<file path="config.mk">
export PLATFORM = sky130hd
export DESIGN_NAME = i2c_tenbit_slave
export DESIGN_NICKNAME = d
export VERILOG_FILES = /design/src/rtl/i2c10_pkg.sv /design/src/rtl/i2c10_sync.sv /design/src/rtl/i2c10_cond.sv /design/src/rtl/i2c_tenbit_slave.sv
export SDC_FILE = /design/constraint.sdc
export NUM_CORES = 1
export LEC_CHECK = 0
export ABC_AREA = 1
export ABC_CLOCK_PERIOD_IN_PS = 2450
export BUFFER_PORTS_ARGS = -buffer_cell sky130_fd_sc_hd__buf_2
export CORE_UTILIZATION = 37
export DETAILED_ROUTE_END_ITERATION = 10
export SLEW_MARGIN = 20
export SYNTH_ARGS = -nofsm -noshare
export SYNTH_HDL_FRONTEND = slang
export SYNTH_SLANG_ARGS = --single-unit
export TNS_END_PERCENT = 10
</file>
<file path="constraint.sdc">
create_clock -name clk -period 2.45 [get_ports clk]
set_input_delay 0.49 -clock clk [delete_from_list [all_inputs] [get_ports clk]]
set_output_delay 0.49 -clock clk [all_outputs]
set_load 0.03 [all_outputs]
</file>
<file path="src/rtl/i2c10_pkg.sv">
package i2c10_pkg;

    localparam int BYTE_W = 8;
    localparam int ADDR_W = 10;
    localparam logic [4:0] TEN_BIT_PREFIX = 5'b11110;

    typedef enum logic [2:0] {
        ST_IDLE,
        ST_HDR,
        ST_LOW,
        ST_WDATA,
        ST_ACK,
        ST_RDATA,
        ST_RACK,
        ST_IGNORE
    } state_t;

endpackage

</file>
<file path="src/rtl/i2c10_sync.sv">
module i2c10_sync #(
    parameter int STAGES = 2,
    parameter int LINES  = 2
) (
    input  logic             clk,
    input  logic             rst_n,
    input  logic [LINES-1:0] d,
    output logic [LINES-1:0] q
);

    for (genvar g = 0; g < LINES; g++) begin : g_line
        logic [STAGES-1:0] chain;

        always_ff @(posedge clk or negedge rst_n) begin
            if (!rst_n) begin
                chain <= '1;
            end else begin
                chain <= {chain[STAGES-2:0], d[g]};
            end
        end

        assign q[g] = chain[STAGES-1];
    end

endmodule

</file>
<file path="src/rtl/i2c10_cond.sv">
module i2c10_cond (
    input  logic clk,
    input  logic rst_n,
    input  logic scl_s,
    input  logic sda_s,
    output logic scl_rise,
    output logic scl_fall,
    output logic start_det,
    output logic stop_det
);

    logic scl_q;
    logic sda_q;

    always_ff @(posedge clk or negedge rst_n) begin
        if (!rst_n) begin
            scl_q <= 1'b1;
            sda_q <= 1'b1;
        end else begin
            scl_q <= scl_s;
            sda_q <= sda_s;
        end
    end

    always_comb begin
        scl_rise  = scl_s && !scl_q;
        scl_fall  = !scl_s && scl_q;
        start_det = scl_s && scl_q && sda_q && !sda_s;
        stop_det  = scl_s && scl_q && !sda_q && sda_s;
    end

endmodule

</file>
<file path="src/rtl/i2c_tenbit_slave.sv">
module i2c_tenbit_slave
    import i2c10_pkg::*;
#(
    parameter int SYNC_STAGES = 2
) (
    input  logic              clk,
    input  logic              rst_n,
    input  logic [ADDR_W-1:0] dev_addr,
    input  logic              scl_i,
    input  logic              sda_i,
    output logic              sda_pull,
    output logic              rx_valid,
    output logic [BYTE_W-1:0] rx_data,
    input  logic [BYTE_W-1:0] tx_data,
    output logic              tx_req,
    output logic              full_match
);

    localparam int CNT_W = $clog2(BYTE_W + 1);
    localparam logic [CNT_W-1:0] LAST_RX = CNT_W'(BYTE_W);
    localparam logic [CNT_W-1:0] LAST_TX = CNT_W'(BYTE_W - 1);

    logic [1:0] line_s;
    logic       scl_s;
    logic       sda_s;
    logic       scl_rise;
    logic       scl_fall;
    logic       start_det;
    logic       stop_det;

    state_t            state_q;
    state_t            state_d;
    state_t            after_q;
    state_t            after_d;
    logic [BYTE_W-1:0] shreg;
    logic [CNT_W-1:0]  cnt;
    logic              full_q;
    logic              mnack_q;

    logic hdr_hit;
    logic rw_bit;
    logic low_hit;
    logic byte_in;

    i2c10_sync #(
        .STAGES (SYNC_STAGES),
        .LINES  (2)
    ) u_sync (
        .clk   (clk),
        .rst_n (rst_n),
        .d     ({scl_i, sda_i}),
        .q     (line_s)
    );

    assign scl_s = line_s[1];
    assign sda_s = line_s[0];

    i2c10_cond u_cond (
        .clk       (clk),
        .rst_n     (rst_n),
        .scl_s     (scl_s),
        .sda_s     (sda_s),
        .scl_rise  (scl_rise),
        .scl_fall  (scl_fall),
        .start_det (start_det),
        .stop_det  (stop_det)
    );

    // byte decode
    always_comb begin
        hdr_hit = (shreg[BYTE_W-1:3] == TEN_BIT_PREFIX) &&
                  (shreg[2:1] == dev_addr[ADDR_W-1:BYTE_W]);
        rw_bit  = shreg[0];
        low_hit = (shreg == dev_addr[BYTE_W-1:0]);
        byte_in = scl_fall && (cnt == LAST_RX);
    end

    // next state
    always_comb begin
        state_d = state_q;
        after_d = after_q;
        if (start_det) begin
            state_d = ST_HDR;
        end else if (stop_det) begin
            state_d = ST_IDLE;
        end else begin
            unique case (state_q)
                ST_IDLE, ST_IGNORE: begin
                    state_d = state_q;
                end
                ST_HDR: begin
                    if (byte_in) begin
                        if (hdr_hit && (!rw_bit || full_q)) begin
                            state_d = ST_ACK;
                            after_d = rw_bit ? ST_RDATA : ST_LOW;
                        end else begin
                            state_d = ST_IGNORE;
                        end
                    end
                end
                ST_LOW: begin
                    if (byte_in) begin
                        state_d = low_hit ? ST_ACK : ST_IGNORE;
                        after_d = ST_WDATA;
                    end
                end
                ST_WDATA: begin
                    if (byte_in) begin
                        state_d = ST_ACK;
                        after_d = ST_WDATA;
                    end
                end
                ST_ACK: begin
                    if (scl_fall) state_d = after_q;
                end
                ST_RDATA: begin
                    if (scl_fall && (cnt == LAST_TX)) state_d = ST_RACK;
                end
                ST_RACK: begin
                    if (scl_fall) state_d = mnack_q ? ST_IGNORE : ST_RDATA;
                end
                default: state_d = ST_IDLE;
            endcase
        end
    end

    // state register
    always_ff @(posedge clk or negedge rst_n) begin
        if (!rst_n) begin
            state_q <= ST_IDLE;
            after_q <= ST_IDLE;
        end else begin
            state_q <= state_d;
            after_q <= after_d;
        end
    end

    // datapath registers
    always_ff @(posedge clk or negedge rst_n) begin
        if (!rst_n) begin
            shreg    <= '0;
            cnt      <= '0;
            full_q   <= 1'b0;
            mnack_q  <= 1'b0;
            rx_valid <= 1'b0;
            rx_data  <= '0;
            tx_req   <= 1'b0;
        end else begin
            rx_valid <= 1'b0;
            tx_req   <= 1'b0;
            if (start_det) begin
                cnt <= '0;
            end else if (stop_det) begin
                cnt    <= '0;
                full_q <= 1'b0;
            end else begin
                unique case (state_q)
                    ST_HDR, ST_LOW, ST_WDATA: begin
                        if (scl_rise) begin
                            shreg <= {shreg[BYTE_W-2:0], sda_s};
                            cnt   <= cnt + 1'b1;
                        end
                        if (byte_in) begin
                            cnt <= '0;
                            if (state_q == ST_LOW) full_q <= low_hit;
                            if (state_q == ST_WDATA) begin
                                rx_valid <= 1'b1;
                                rx_data  <= shreg;
                            end
                        end
                    end
                    ST_ACK: begin
                        if (scl_fall) begin
                            cnt <= '0;
                            if (after_q == ST_RDATA) begin
                                shreg  <= tx_data;
                                tx_req <= 1'b1;
                            end
                        end
                    end
                    ST_RDATA: begin
                        if (scl_fall) begin
                            cnt   <= cnt + 1'b1;
                            shreg <= {shreg[BYTE_W-2:0], 1'b0};
                        end
                    end
                    ST_RACK: begin
                        if (scl_rise) mnack_q <= sda_s;
                        if (scl_fall && !mnack_q) begin
                            shreg  <= tx_data;
                            tx_req <= 1'b1;
                            cnt    <= '0;
                        end
                    end
                    ST_IDLE, ST_IGNORE: begin
                        cnt <= '0;
                    end
                    default: cnt <= '0;
                endcase
            end
        end
    end

    // outputs
    always_comb begin
        sda_pull   = (state_q == ST_ACK) ||
                     ((state_q == ST_RDATA) && !shreg[BYTE_W-1]);
        full_match = full_q;
    end

endmodule

</file>
==> results.toml <==
[run_status]
status = "finished clean"

[sta]
tightest_slew_ns = 0.786
worst_clock_skew_ns = 0.00451
grt_setup_unrepaired = "no"
max_freq_ghz = 0.544
relSlewSlack_pct = 47.6
period_needed_ns = 1.84
period_share_pct = 75.1
final-hold-violation-count = 0
fin_hold_ws_ns = 0.281
setup_viol = 0
finalSetupTns_ns = 0
maxSlewViolCount = 0

[floorplanning]
die_w_um = 75.2
dieArea_um2 = 5650
pin_count = 34
core_um2 = 5140
start_util_pct = 38.5
rows = 26
chipHeight_um = 75.2

[min_path]
worstHoldPathType = "in -> async"

[clock_network]
ctsResizeCount = 0
cts_root_buf = "clkbuf_8"
clockBufferDepth = 2
hold_buffers = 0
clkTransAtPathRegs_ns = 0.07
clock_latency_ns = 0.28
cts_tree = "yes"
cts_inserted_buffers = 5
post-cts-setup-buffer-count = 0
cts_sinks = 36
h-tree-depth = 2

[job]
cap_violations = 0

[grt]
grt_max_degree = 37
grt_pass1_wl_um = 7070
gr-usage-all-layers_pct = 17.2
grt_pass1_vias = 1516
gr-total-overflow = 0
antenna_found_initial = 0

[power]
vdd_drop_max_uv = 474
p_leak_nw = 1.20
internal-power_mw = 1.37
switching_share_pct = 44.9
p_comb_share_pct = 46.7
clkPwrFrac_pct = 17.2
p_switching_mw = 1.11
pwr-share-seq_pct = 36.0
power_density_nw_per_um2 = 1080

[routing]
ant_nets = 0
drt_iter0_markers = 78
num_vias = 1667
totalWireLength_um = 4140
routedWlPerCell_um = 11.4
viasPerCell = 4.58
first_pass_iters = 4
drc = 0

[critical_path]
worstReg2RegStart = "state_q[0]$_DFFE_PN0P_"
worstPathMaxFanout = 6
crit_path_end_kind = "output port"
worstPathRequired_ns = 1.96
cpMaxStageDelayCell = "dfrtp_1"
critPathArrivalTime_ns = 1.35
crit_type = "reg -> out"
cp_cell_sequence = "inv_2 -> nand2_1 -> a21oi_1 -> buf_2"
crit_path_start_kind = "register"
crit_buf_inv = 2
crit_start = "state_q[1]$_DFFE_PN0P_"
slowest_delay_ns = 0.46
crit_family = "flip-flops"

[final_layout]
syn_to_final_growth_pct = 15.9
final_area_um2 = 2300
nNetsFinal = 317
final_cell_mix = "nand2_1 (78), buf_2 (33), dfrtp_1 (30)"
drive_gt1_share_pct = 23.5
num_antenna_cells = 0
final_common_cell = "nand2_1"

[placement]
placed_area_um2 = 2210
hpwl_um = 3190
portBuffers = 33
place_congestion = 0.823

[logic_synthesis]
synth_warnings = 0
synth_nets = 281
syn_area_um2 = 1980
synth_area_per_cell_um2 = 7.71
seq_area_frac_synth_pct = 45.9
synthCells = 257
synth-seq-cells = 36
netlist-cell-type-count = 29
-- metrics by stage --
step | std cells | worst slack [ns] | power, mW | util, %
floorplan | 257 | 0.840 | 1.84 | -
global placement | 356 | 0.673 | 2.06 | 42.9
detailed placement | 356 | 0.678 | 2.07 | 42.9
CTS | 364 | 0.605 | 2.50 | 44.7
global route | 364 | 0.493 | 2.70 | 44.7
finish | 364 | 0.610 | 2.48 | 44.7
-- final cells by class --
type                            count  area, um2
Fill cell                         542       2840
Multi-Input combinational cell    185        925
Sequential cell                    36        908
Timing Repair Buffer               33        165
Inverter                           32        120
Clock buffer                        8       90.1
Tap cell                           70       87.6
-- layer usage --
layer / global-route usage, % / wire length (um)
met5: 0 / 0
met1: 25.0 / 2180
met4: 6.79 / 76
met3: 4.15 / 145
met2: 24.4 / 1740
-- path summary, 6_finish.rpt --
path                            slack [ns]                                  end  depth (start not counted)
max in group asynchronous             1.67               rx_data[0]$_DFFE_PN0P_                          1
worst max-delay path                  0.61                             sda_pull                          4
min in group clk                      0.30  u_sync.g_line[1].chain[0]$_DFF_PN1_                          1
worst min-delay path                  0.28                 shreg[3]$_DFFE_PN0P_                          1
worst max register to register        0.67                 shreg[5]$_DFFE_PN0P_                          9
worst min register to register        0.36  u_sync.g_line[1].chain[1]$_DFF_PN1_                          0
-- Yosys cell counts --
library cell  instances  share of area (%)
a21oi_1               7                1.8
a22o_1                1               0.44
and2_1                1               0.32
buf_2                 1               0.25
buf_4                 1               0.38
buf_6                 1               0.57
clkbuf_1              1               0.19
dfrtp_1              30                 38
dfstp_2               6                8.0
ha_1                  2                1.3
inv_1                29                5.5
inv_2                 3               0.57
mux2i_1               1               0.51
nand2_1              78                 15
nand2_2               4                1.3
nand3_1              12                3.0
nand3_2               1               0.51
nand3_4               1               0.88
nand4_1               2               0.63
nor2_1               27                5.1
nor2_2                4                1.3
nor2_4                1               0.57
nor3_1                3               0.76
nor3_4                1               0.82
o21ai_0              13                3.3
o21ai_1              10                2.5
o21ai_2               9                4.0
o31ai_1               2               0.76
xnor2_1               5                2.2
-- logic make-up (layout without fill, tap and decap cells) --
family | after synthesis | count (layout) | share of synthesized area, %
xor gates and xnor gates | 5 | 5 | 2.21
adders and majority gates | 2 | 2 | 1.26
muxes | 1 | 1 | 0.505
DFF | 36 | 36 | 45.9
buffers and inverters | 36 | 73 | 7.45
and+or+nand+nor | 135 | 135 | 29.9
AOI/OAI and AO/OA | 42 | 42 | 12.8
-- flip-flops by register name, summed over array words and instances, names as in the netlist, 3 cells and up --
register	cells
rx_data	8
shreg	8
cnt	4
u_sync.g_line.chain	4
after_q	3
state_q	3
-- power groups by stage --
stage / combinational, mW / sequential, mW / clock [mW]
after floorplan: 0.988 / 0.853 / 0
after global placement: 1.17 / 0.898 / 0
after detailed placement: 1.17 / 0.899 / 0
after CTS: 1.17 / 0.890 / 0.442
after global routing: 1.33 / 0.913 / 0.465
final: 1.16 / 0.893 / 0.427
-- worst register-to-register path, stage by stage (launching register included) --
cell and delay, ns:
dfrtp_1 0.57, inv_2 0.11, nand2_2 0.25, nor2_4 0.06
nand2_1 0.08, nand2_1 0.06, nand2_2 0.10, nand3_4 0.23
nand2_1 0.15, o21ai_2 0.06
(Power assumes the default switching activity.)
